--- src/rtl/sfi_pkg.sv ---
package sfi_pkg;

    localparam int NSRC = 4;

    localparam logic [1:0] ADDR_IEN  = 2'd0;
    localparam logic [1:0] ADDR_ISTA = 2'd1;
    localparam logic [1:0] ADDR_FCTL = 2'd2;
    localparam logic [1:0] ADDR_FLVL = 2'd3;

    localparam int SRC_RDY  = 0;
    localparam int SRC_TREQ = 1;
    localparam int SRC_OVF  = 2;
    localparam int SRC_DONE = 3;

    localparam int RX_FLUSH_BIT = 15;
    localparam int TX_FLUSH_BIT = 31;
    localparam int TX_TRIG_LSB  = 16;

    typedef enum logic {
        FL_IDLE,
        FL_FLUSH
    } flush_state_e;

    function automatic logic [31:0] spread_src(input logic [NSRC-1:0] v);
        logic [31:0] w;
        w = '0;
        for (int i = 0; i < NSRC; i++) w[i*4] = v[i];
        return w;
    endfunction

    function automatic logic [NSRC-1:0] gather_src(input logic [31:0] w);
        logic [NSRC-1:0] v;
        for (int i = 0; i < NSRC; i++) v[i] = w[i*4];
        return v;
    endfunction

endpackage

--- src/rtl/sfi_flush_fsm.sv ---
module sfi_flush_fsm
    import sfi_pkg::*;
(
    input  logic clk,
    input  logic rst_n,
    input  logic req,
    output logic busy
);

    flush_state_e state_q, state_d;

    always_comb begin
        state_d = state_q;
        unique case (state_q)
            FL_IDLE:  if (req) state_d = FL_FLUSH;
            FL_FLUSH: state_d = FL_IDLE;
            default:  state_d = FL_IDLE;
        endcase
    end

    always_ff @(posedge clk or negedge rst_n) begin
        if (!rst_n) state_q <= FL_IDLE;
        else        state_q <= state_d;
    end

    always_comb begin
        busy = (state_q == FL_FLUSH);
    end

    // a flush request from idle enters the flush state
    p_flush_enter_r10: assert property (@(posedge clk) disable iff (!rst_n)
        (req && state_q == FL_IDLE) |=> busy);

    // the flush bit self-clears after one cycle
    p_flush_self_clear_r10: assert property (@(posedge clk) disable iff (!rst_n)
        busy |=> !busy);

endmodule

--- src/rtl/sfi_byte_fifo.sv ---
module sfi_byte_fifo #(
    parameter int DEPTH = 64
) (
    input  logic                         clk,
    input  logic                         rst_n,
    input  logic                         clear,
    input  logic                         push,
    input  logic [7:0]                   push_data,
    input  logic                         pop,
    output logic [7:0]                   pop_data,
    output logic [$clog2(DEPTH+1)-1:0]   count,
    output logic                         full,
    output logic                         empty
);

    localparam int AW = $clog2(DEPTH);
    localparam int CW = $clog2(DEPTH+1);

    logic [7:0]    mem [DEPTH];
    logic [AW-1:0] wr_ptr, rd_ptr;
    logic          do_push, do_pop;

    initial assert (DEPTH == 64 || DEPTH == 128);

    always_comb begin
        full     = (count == CW'(DEPTH));
        empty    = (count == '0);
        do_push  = push && !full && !clear;
        do_pop   = pop && !empty && !clear;
        pop_data = mem[rd_ptr];
    end

    always_ff @(posedge clk) begin
        if (do_push) mem[wr_ptr] <= push_data;
    end

    always_ff @(posedge clk or negedge rst_n) begin
        if (!rst_n) begin
            wr_ptr <= '0;
            rd_ptr <= '0;
            count  <= '0;
        end else if (clear) begin
            wr_ptr <= '0;
            rd_ptr <= '0;
            count  <= '0;
        end else begin
            if (do_push) wr_ptr <= wr_ptr + 1'b1;
            if (do_pop)  rd_ptr <= rd_ptr + 1'b1;
            if (do_push && !do_pop)      count <= count + 1'b1;
            else if (do_pop && !do_push) count <= count - 1'b1;
        end
    end

    // the count never exceeds the depth
    p_count_bound_r2: assert property (@(posedge clk) disable iff (!rst_n)
        count <= CW'(DEPTH));

    // a push into a full queue without a pop leaves the count alone
    p_full_drop_r6: assert property (@(posedge clk) disable iff (!rst_n)
        (push && full && !pop && !clear) |=> $stable(count));

    // a pop on an empty queue without a push keeps it empty
    p_empty_pop_r3: assert property (@(posedge clk) disable iff (!rst_n)
        (pop && empty && !push) |=> empty);

endmodule

--- src/rtl/sfi_irq_regs.sv ---
module sfi_irq_regs
    import sfi_pkg::*;
(
    input  logic            clk,
    input  logic            rst_n,
    input  logic [NSRC-1:0] set_i,
    input  logic [NSRC-1:0] clr_i,
    input  logic            en_we,
    input  logic [NSRC-1:0] en_wdata,
    output logic [NSRC-1:0] stat_o,
    output logic [NSRC-1:0] en_o,
    output logic            irq_o
);

    for (genvar g = 0; g < NSRC; g++) begin : g_src
        always_ff @(posedge clk or negedge rst_n) begin
            if (!rst_n)         stat_o[g] <= 1'b0;
            else if (set_i[g])  stat_o[g] <= 1'b1;
            else if (clr_i[g])  stat_o[g] <= 1'b0;
        end
    end

    always_ff @(posedge clk or negedge rst_n) begin
        if (!rst_n)     en_o <= '0;
        else if (en_we) en_o <= en_wdata;
    end

    always_comb irq_o = |(stat_o & en_o);

    // a clear with no concurrent set empties the bit
    p_clear_r8: assert property (@(posedge clk) disable iff (!rst_n)
        ((clr_i & ~set_i) != '0) |=> ((stat_o & $past(clr_i & ~set_i)) == '0));

    // set bits that are not cleared stay set
    p_sticky_r8: assert property (@(posedge clk) disable iff (!rst_n)
        1'b1 |=> ((stat_o & $past(stat_o & ~clr_i)) == $past(stat_o & ~clr_i)));

    // a set in the cycle of a clear wins
    p_set_wins_r8: assert property (@(posedge clk) disable iff (!rst_n)
        (set_i != '0) |=> ((stat_o & $past(set_i)) == $past(set_i)));

endmodule

--- src/rtl/spi_fifo_irq.sv ---
module spi_fifo_irq
    import sfi_pkg::*;
#(
    parameter int DEPTH = 64
) (
    input  logic        clk,
    input  logic        rst_n,
    input  logic        reg_we,
    input  logic [1:0]  reg_addr,
    input  logic [31:0] reg_wdata,
    output logic [31:0] reg_rdata,
    input  logic        tx_wr_en,
    input  logic [7:0]  tx_wr_data,
    input  logic        rx_rd_en,
    output logic [7:0]  rx_rd_data,
    input  logic        eng_tx_pop,
    output logic [7:0]  eng_tx_data,
    output logic        eng_tx_empty,
    input  logic        eng_rx_push,
    input  logic [7:0]  eng_rx_data,
    input  logic        xfer_done,
    output logic        irq
);

    localparam int CW = $clog2(DEPTH+1);
    localparam int KW = 9;
    localparam logic [7:0] RX_TRIG_RST = 8'(DEPTH * 3 / 4);
    localparam logic [7:0] TX_TRIG_RST = 8'(DEPTH / 4);

    logic [CW-1:0]   rx_count, tx_count;
    logic            rx_full, rx_empty, tx_full, tx_empty;
    logic            rx_busy, tx_busy;
    logic [7:0]      rx_trig_q, tx_trig_q;
    logic            wr_ien, wr_ista, wr_fctl;
    logic            rx_flush_req, tx_flush_req;
    logic [NSRC-1:0] src_set, src_clr, stat, en;
    logic            unused_wdata;

    always_comb begin
        wr_ien       = reg_we && (reg_addr == ADDR_IEN);
        wr_ista      = reg_we && (reg_addr == ADDR_ISTA);
        wr_fctl      = reg_we && (reg_addr == ADDR_FCTL);
        rx_flush_req = wr_fctl && reg_wdata[RX_FLUSH_BIT];
        tx_flush_req = wr_fctl && reg_wdata[TX_FLUSH_BIT];
    end

    always_ff @(posedge clk or negedge rst_n) begin
        if (!rst_n) begin
            rx_trig_q <= RX_TRIG_RST;
            tx_trig_q <= TX_TRIG_RST;
        end else if (wr_fctl && !rx_flush_req && !tx_flush_req) begin
            rx_trig_q <= reg_wdata[7:0];
            tx_trig_q <= reg_wdata[TX_TRIG_LSB +: 8];
        end
    end

    sfi_flush_fsm u_rx_flush (
        .clk  (clk),
        .rst_n(rst_n),
        .req  (rx_flush_req),
        .busy (rx_busy)
    );

    sfi_flush_fsm u_tx_flush (
        .clk  (clk),
        .rst_n(rst_n),
        .req  (tx_flush_req),
        .busy (tx_busy)
    );

    sfi_byte_fifo #(.DEPTH(DEPTH)) u_txq (
        .clk      (clk),
        .rst_n    (rst_n),
        .clear    (tx_busy),
        .push     (tx_wr_en),
        .push_data(tx_wr_data),
        .pop      (eng_tx_pop),
        .pop_data (eng_tx_data),
        .count    (tx_count),
        .full     (tx_full),
        .empty    (tx_empty)
    );

    sfi_byte_fifo #(.DEPTH(DEPTH)) u_rxq (
        .clk      (clk),
        .rst_n    (rst_n),
        .clear    (rx_busy),
        .push     (eng_rx_push),
        .push_data(eng_rx_data),
        .pop      (rx_rd_en),
        .pop_data (rx_rd_data),
        .count    (rx_count),
        .full     (rx_full),
        .empty    (rx_empty)
    );

    always_comb begin
        src_set           = '0;
        src_set[SRC_RDY]  = KW'(rx_count) >= KW'(rx_trig_q);
        src_set[SRC_TREQ] = KW'(tx_count) <= KW'(tx_trig_q);
        src_set[SRC_OVF]  = eng_rx_push && rx_full && !rx_busy;
        src_set[SRC_DONE] = xfer_done;
        src_clr           = wr_ista ? gather_src(reg_wdata) : '0;
        eng_tx_empty      = tx_empty;
    end

    sfi_irq_regs u_irq (
        .clk     (clk),
        .rst_n   (rst_n),
        .set_i   (src_set),
        .clr_i   (src_clr),
        .en_we   (wr_ien),
        .en_wdata(gather_src(reg_wdata)),
        .stat_o  (stat),
        .en_o    (en),
        .irq_o   (irq)
    );

    always_comb begin
        unique case (reg_addr)
            ADDR_IEN:  reg_rdata = spread_src(en);
            ADDR_ISTA: reg_rdata = spread_src(stat);
            ADDR_FCTL: reg_rdata = {tx_busy, 7'b0, tx_trig_q, rx_busy, 7'b0, rx_trig_q};
            ADDR_FLVL: reg_rdata = (32'(tx_count) << TX_TRIG_LSB) | 32'(rx_count);
            default:   reg_rdata = '0;
        endcase
    end

    assign unused_wdata = ^{reg_wdata[30:24], reg_wdata[14:8], rx_empty, tx_full};

    // receive threshold reached is followed by bit 0
    p_rx_ready_r4: assert property (@(posedge clk) disable iff (!rst_n)
        (KW'(rx_count) >= KW'(rx_trig_q)) |=> stat[SRC_RDY]);

    // transmit threshold reached is followed by bit 4
    p_tx_req_r5: assert property (@(posedge clk) disable iff (!rst_n)
        (KW'(tx_count) <= KW'(tx_trig_q)) |=> stat[SRC_TREQ]);

    // a push into a full receive queue flags overflow
    p_overflow_r6: assert property (@(posedge clk) disable iff (!rst_n)
        (eng_rx_push && rx_full && !rx_busy) |=> stat[SRC_OVF]);

    // completion pulse sets bit 12
    p_done_r7: assert property (@(posedge clk) disable iff (!rst_n)
        xfer_done |=> stat[SRC_DONE]);

    // a flush leaves the queue empty
    p_rx_flush_r10: assert property (@(posedge clk) disable iff (!rst_n)
        rx_busy |=> (rx_count == '0));
    p_tx_flush_r10: assert property (@(posedge clk) disable iff (!rst_n)
        tx_busy |=> (tx_count == '0));

    // a write carrying a flush bit keeps both thresholds
    p_trig_keep_r10: assert property (@(posedge clk) disable iff (!rst_n)
        (rx_flush_req || tx_flush_req) |=> ($stable(rx_trig_q) && $stable(tx_trig_q)));

endmodule

--- config.mk ---
export PLATFORM = sky130hd
export DESIGN_NAME = spi_fifo_irq
export DESIGN_NICKNAME = d
export VERILOG_FILES = /design/src/rtl/sfi_pkg.sv /design/src/rtl/sfi_flush_fsm.sv /design/src/rtl/sfi_byte_fifo.sv /design/src/rtl/sfi_irq_regs.sv /design/src/rtl/spi_fifo_irq.sv
export SDC_FILE = /design/constraint.sdc
export NUM_CORES = 1
export LEC_CHECK = 0
export CAP_MARGIN = 20
export CORE_AREA = 2 2 335 337
export CTS_CLUSTER_DIAMETER = 40
export CTS_CLUSTER_SIZE = 16
export DETAILED_ROUTE_END_ITERATION = 8
export DIE_AREA = 0 0 337 339
export GPL_TIMING_DRIVEN = 1
export SLEW_MARGIN = 20
export SYNTH_ARGS = -nofsm -noshare
export SYNTH_HDL_FRONTEND = slang
export SYNTH_SLANG_ARGS = --single-unit
--- constraint.sdc ---
create_clock -name clk -period 3.65 [get_ports clk]
set_clock_uncertainty 0.2 [all_clocks]
set_input_delay 0.5475 -clock clk [delete_from_list [all_inputs] [get_ports clk]]
set_output_delay 0.5475 -clock clk [all_outputs]
set_load 0.05 [all_outputs]
Word level (Yosys, flattened, before mapping)
Memories as Yosys holds them, arrays and structs flattened.
Index checks and enable logic that the tools add are counted.
- output and inout port bits: 50
- bits in latches: 0
- memories: 2
- bits of input ports: 58
- RAM bits: 1024
- memory bits (read-only): 0
- register bits after elaboration: 64
- logic and storage cells: 115
- memory list (name ; words ; bits a word ; read ports ; clocked after memory_dff ; write ports ; RTL line ; text):
    u_rxq.mem ; 64 ; 8 ; 1 ; 0 ; 1 ; sfi_byte_fifo.sv:19 ; logic [7:0] mem [DEPTH];
    u_txq.mem ; 64 ; 8 ; 1 ; 0 ; 1 ; sfi_byte_fifo.sv:19 ;
- add/subtract/negate cells: 8
- order comparisons: 2
- div/mod/pow operators: 0
- muxes and demuxes: 32
- shifts and indexed selects: 0
- multiply operators: 0
- bitwise operators: 4
- equality and inequality tests: 5
- reductions and logical operators: 47
- operators with widths (operator ; number):
    32-bit one-hot mux with 4 select lines ; 1
    6-bit two-way mux ; 8
    7-bit two-way mux ; 6
    6-bit by 1-bit adder with 6-bit output, second input constant ; 4
    23-bit by 7-bit bitwise OR with 23-bit output ; 1
    1-bit logical AND ; 21
    2-bit nonzero test ; 8
    7-bit by 1-bit adder with 7-bit output, second input constant ; 2
    7-bit equality test, second input constant ; 2
    7-bit logical NOT ; 2
    1-bit two-way mux ; 14
    7-bit by 1-bit subtractor with 7-bit output, second input constant ; 2
    1-bit logical NOT ; 12
    7-bit by 8-bit >= comparator with 1-bit output ; 1
    7-bit by 8-bit <= comparator with 1-bit output ; 1
    3-bit nonzero test ; 2
    4-bit bitwise AND ; 1
    2-bit equality test, second input constant ; 2
    4-bit two-way mux ; 1
    1-bit one-hot mux with 2 select lines ; 2
    4-bit OR reduction ; 1
    2-bit by 1-bit equality test with 1-bit output, second input constant ; 1
    2-bit logical NOT ; 1
    1-bit NOT ; 2

Longest topological paths before layout
- depth after elaboration: 9
- depth in mapped cells: 12
- mapped depth without buffers: 12

Hierarchy
A second synthesis with hierarchy kept.
- cell total of the unflattened synthesis: 2295
- area total of the unflattened synthesis: 43999.7 µm²
- by module, submodules not included (module ; sequential area each (µm²) ; area each (µm²) ; times used ; cells each):
    sfi_byte_fifo (u_txq) ; 15850.2 ; 21061.4 ; 1 ; 1062
    sfi_byte_fifo (u_rxq) ; 15850.2 ; 21060.2 ; 1 ; 1062
    spi_fifo_irq ; 404.1 ; 1491.4 ; 1 ; 144
    sfi_irq_regs ; 200.2 ; 309.0 ; 1 ; 23
    sfi_flush_fsm ; 25.0 ; 38.8 ; 2 ; 2

Least setup slack after synthesis
Ideal clock, no wire load.
- path type: reg-to-reg
- start point: register u_txq.count[4]
- end point: register u_txq.rd_ptr[3]
- path buffers: 0
- stages on the path, launching flop included: 7
- arrival time: 3.240 ns
- setup slack: 0.078 ns
- library setup time: 0.132 ns
- required time: 3.318 ns
- period minus slack after synthesis: 3.572 ns
- cells stage by stage: dfrtp_1 or4_4 nor4_1 nor2b_1 nand3_1 xor2_1 nor2_1
- longest elaborated chain between the ends: 5
- RTL lines (what ; RTL line ; text):
    start, declared ; sfi_byte_fifo.sv:11 ; output logic [$clog2(DEPTH+1)-1:0] count,
    start signal, assigned ; sfi_byte_fifo.sv:49 ; if (do_push && !do_pop) count <= count + 1'b1;
    start signal, assigned ; sfi_byte_fifo.sv:50 ; else if (do_pop && !do_push) count <= count - 1'b1;
    7-bit logical NOT ; sfi_byte_fifo.sv:27 ; empty = (count == '0);
    net eng_tx_empty ; spi_fifo_irq.sv:18 ; output logic eng_tx_empty,
    1-bit logical NOT ; sfi_byte_fifo.sv:29 ; do_pop = pop && !empty && !clear;
    1-bit logical AND (2 in a row) ; sfi_byte_fifo.sv:29 ;
    2-bit nonzero test (no line) ; n/a ;
    end signal, assigned ; sfi_byte_fifo.sv:48 ; if (do_pop) rd_ptr <= rd_ptr + 1'b1;
    end, declared ; sfi_byte_fifo.sv:20 ; logic [AW-1:0] wr_ptr, rd_ptr;
The timed path passes the listed nets, and every way through them passes these cells.
A chain may end at the register's enable or synchronous reset.

Final worst setup path
- start point: register u_rxq.rd_ptr[0]
- end point: output port rx_rd_data[2]
- longest elaborated chain between the ends: 1
- RTL lines (what ; RTL line ; text):
    start, declared ; sfi_byte_fifo.sv:20 ;
    start signal, assigned ; sfi_byte_fifo.sv:48 ;
    memory read 64 x 8 bit ; n/a ;
    end, declared ; spi_fifo_irq.sv:15 ; output logic [7:0] rx_rd_data,
No other way between the ends.

==> impl_results.md <==
- Max frequency: approximately 250 MHz
- Data required, critical path: about 2.9 ns
- WHS Endpoint: u_txq.mem[40][4]
- Pin count of the biggest net entering global routing: 66
- Gate Count Post-Synth: between 2000 and 2500
- Die Wd: 337 um
- Clock share of power: between 30% and 40%
- Vias in the first global route: between 20000 and 25000
- DP Worst Slack: 0.00986 ns
- Most frequent cells after synthesis: edfxtp_1 (1024), mux4_2 (242), nor2_1 (166), mux2i_1 (116), nand2_1 (84)
- Primary FF master, synth: edfxtp_1
- Clock Sinks: roughly 1100
- CTS tree: built
- Post-synth cell types: 64
- Worst Hold Class: primary input to flip-flop
- Routed wire length: 102 mm
- H-tree levels: 4
- Antenna violations before repair: 1
- Drt via density: between 5 and 6
- Slew HR: between 20% and 30%
- Post-Layout Cell Count: 4267
- Post-DP HPWL: about 63 mm
- Failing checks: negative setup slack
- Seq cells post-synth: around 1100
- Antenna cells: 0
- Crit end category: output port
- Reg power frac: around a third
- Max-cap violation count: 0
- Vias: around 23000
- PortBufs: just over 80
- First-pass iteration count of the detailed router: 5
- All-Layer GR Usage: a little under a fifth
- Switching Fraction: 31.7%
- Status: complete, but fails checks
- Clk Tree Root Cell: clkbuf_16
- Top cells by area, synth: edfxtp_1 (70%), mux4_2 (12%), dfrtp_1 (3.5%)
- RSZ-0062 raised after global routing: yes
- Post-synth top area cell: edfxtp_1
- Post-DP Area: ~48000 um2
- Worst hold path startpoint: tx_wr_data[4]
- Worst Tran Pin Value: between 1 and 1.5 ns
- Num ports: between 100 and 150
- Critical path type: flip-flop to output port
- Nets: roughly 2800
- Worst setup margin: -0.342 ns
- CORE AREA: 110000 um2
- Leakage power total: about 18 nW
- Syn avg cell area: 19.3 um2
- Synth top area share: ~70%
- Synth async-reset ratio: 5.88%
- P&R area growth vs syn: 23.7%
- Starting Density: 39.7%
- Area of the mapped netlist: between 40000 and 50000 um2
- WL/cell: between 20 and 25 um
- Clock Path Buffers: 3
- ANT nets after route: 0
- Total number of yosys warnings: 0
- Post-route cell area: 54200 um2
- Hold Crit Depth: 1
- Final hold violations: 0
- Crit. Startpoint: u_rxq.rd_ptr[0]
- Reg2reg start: u_txq.count[4]
- Die height: 339 um
- Setup violators final: 16
- Maximum VDD drop: 0.000473 V
- Worst hold slack: roughly 0.11 ns
- CP Data Arrival Time: ~3.2 ns
- Cell-internal power: just under 0.03 W
- Max-slew violations: 0
- Fin crit share: 109%
- First DRT Iteration DRCs: approximately 1800
- Combinational Power Share: about a third
- Num rows: 122
- Total gr overflow: 0
- DRC: 0
- Die Area: between 100000 and 150000 um2
- Net Sw Power: approximately 0.013 W
- Clk Latency, worst-skew pair: between 0.7 and 0.8 ns
- PwrDens: roughly 780 nW/um2
- Gp weighted congestion: between 0.8 and 0.9
- Sequential area share after synthesis: roughly three quarters
- Post-synth EDFFs: between 1000 and 1500
- Final Critical Period: between 3 and 4 ns
- First-pass GRT wire length: between 150 and 200 mm
- FF-to-FF setup slack: around 0.21 ns
- Top-count cell post-synth: edfxtp_1
- CP Max Fanout: 6
- Share of post-route cells with drive strength above 1: 35.0%
- Cts bufs inserted: 140
- Worst-case reg-to-reg path depth: 12
- DP Cell Count: 3961
- Worst R2R End: u_txq.count[6]
- CTS clk-pin slew, worst paths: 0.06 ns
- CP startpoint kind: flip-flop
[critical path, cell delays in order, from the launching register on]
cell,delay [ns]
dfrtp_4,0.53
buf_12,0.19
buf_16,0.15
buf_12,0.11
mux4_2,0.52
mux4_2,0.49
a22oi_2,0.22
nand2_1,0.12
buf_6,0.17
[state kept, by name, summed over array words and instances, names as in the netlist, 4 cells and up]
name	cells
u_txq.count	7
u_irq.en_o	4
u_irq.stat_o	4
u_rxq.rd_ptr	6
tx_trig_q	8
u_rxq.count	7
u_rxq.mem	512
u_txq.wr_ptr	6
u_txq.mem	512
u_rxq.wr_ptr	6
u_txq.rd_ptr	6
rx_trig_q	8
[placed cells by master (no fill, tap or decap), types with 8 or more instances in the layout]
master and n:
edfxtp_1 1024, buf_4 261, mux4_2 242, nor2_1 165, clkbuf_16 143, mux2i_1 116
nand2_1 65, dfrtp_1 54, nor2b_1 47, buf_12 32, ha_1 30, clkdlybuf4s50_1 29
a22oi_1 27, a21oi_1 27, nand3_1 27, buf_6 26, inv_1 24, a22oi_2 23
mux2_2 20, inv_6 20, nand2_2 18, buf_16 16, clkinv_4 15, xor2_1 14
bufinv_16 13, conb_1 12, clkinv_2 12, clkbuf_1 12, clkinvlp_4 12, inv_8 12
o21ai_0 11, a211oi_1 10, nand4_1 10, buf_2 10, and2_1 8, a22o_1 8
a21oi_2 8, xnor2_1 8
[per-layer routing]
metal / part of all wire (%) / track usage, % / vias up
li1: - / - / 10000
met1: 42 / 23.8 / 12000
met2: 51 / 30.3 / 644
met3: 5.2 / 3.16 / 160
met4: 2.3 / 5.66 / 2
met5: 0.0078 / 0 / -
[repair_timing]
item / in CTS / in global routing
setup buffers: 28 / 11
hold buffers: 1 / 0
hold endpoints to repair: 61 / 0
cloned: 10 / 0
pin swaps: 16 / 18
gates resized for setup: 116 / 49
endpoints found under the setup margin: 16 / 17
[worst max-delay path by stage]
stage,slack [ns],endpoint
after floorplan,0.08,u_txq.rd_ptr[3]
after global placement,0.16,eng_tx_data[1]
after detailed placement,0.01,eng_tx_data[2]
after CTS,-0.39,eng_tx_data[0]
after global routing,-0.43,rx_rd_data[2]
final,-0.34,rx_rd_data[2]
[power by group through the flow]
stage | combinational [W] | sequential, W | clock [W]
2_1_floorplan | 0.00796 | 0.0147 | 0
3_3_place_gp | 0.0117 | 0.0150 | 0
3_5_place_dp | 0.0119 | 0.0150 | 0
4_1_cts | 0.0134 | 0.0148 | 0.0143
5_1_grt | 0.0144 | 0.0149 | 0.0148
6_report | 0.0136 | 0.0148 | 0.0141
[layout make-up]
type / instances / area (um2)
clock buffers: 157 / 3650
clock inverters: 101 / 1230
fillers: 8888 / 56100
inverters: 24 / 90.1
multi-input cells: 1028 / 11200
flip-flops and latches: 1088 / 32400
well taps: 1488 / 1860
repair buffers: 381 / 3790
[logic make-up after synthesis]
family	synth area share, %
other	0.00855
adders and majority gates	0.948
muxes	15.6
buffers and inverters	1.77
DFF	73.8
xor gates and xnor gates	0.477
and+or+nand+nor	4.34
AOI/OAI and AO/OA	3.06
[metrics by stage]
stage               TNS, ns  total power (W)  util [%]
finish                -4.51           0.0425      49.1
global placement          0           0.0267      43.5
CTS                   -5.51           0.0425      48.8
floorplan                 0           0.0227         -
detailed placement        0           0.0269      43.5
global route          -5.73           0.0441      49.1
(Power assumes the default switching activity.)
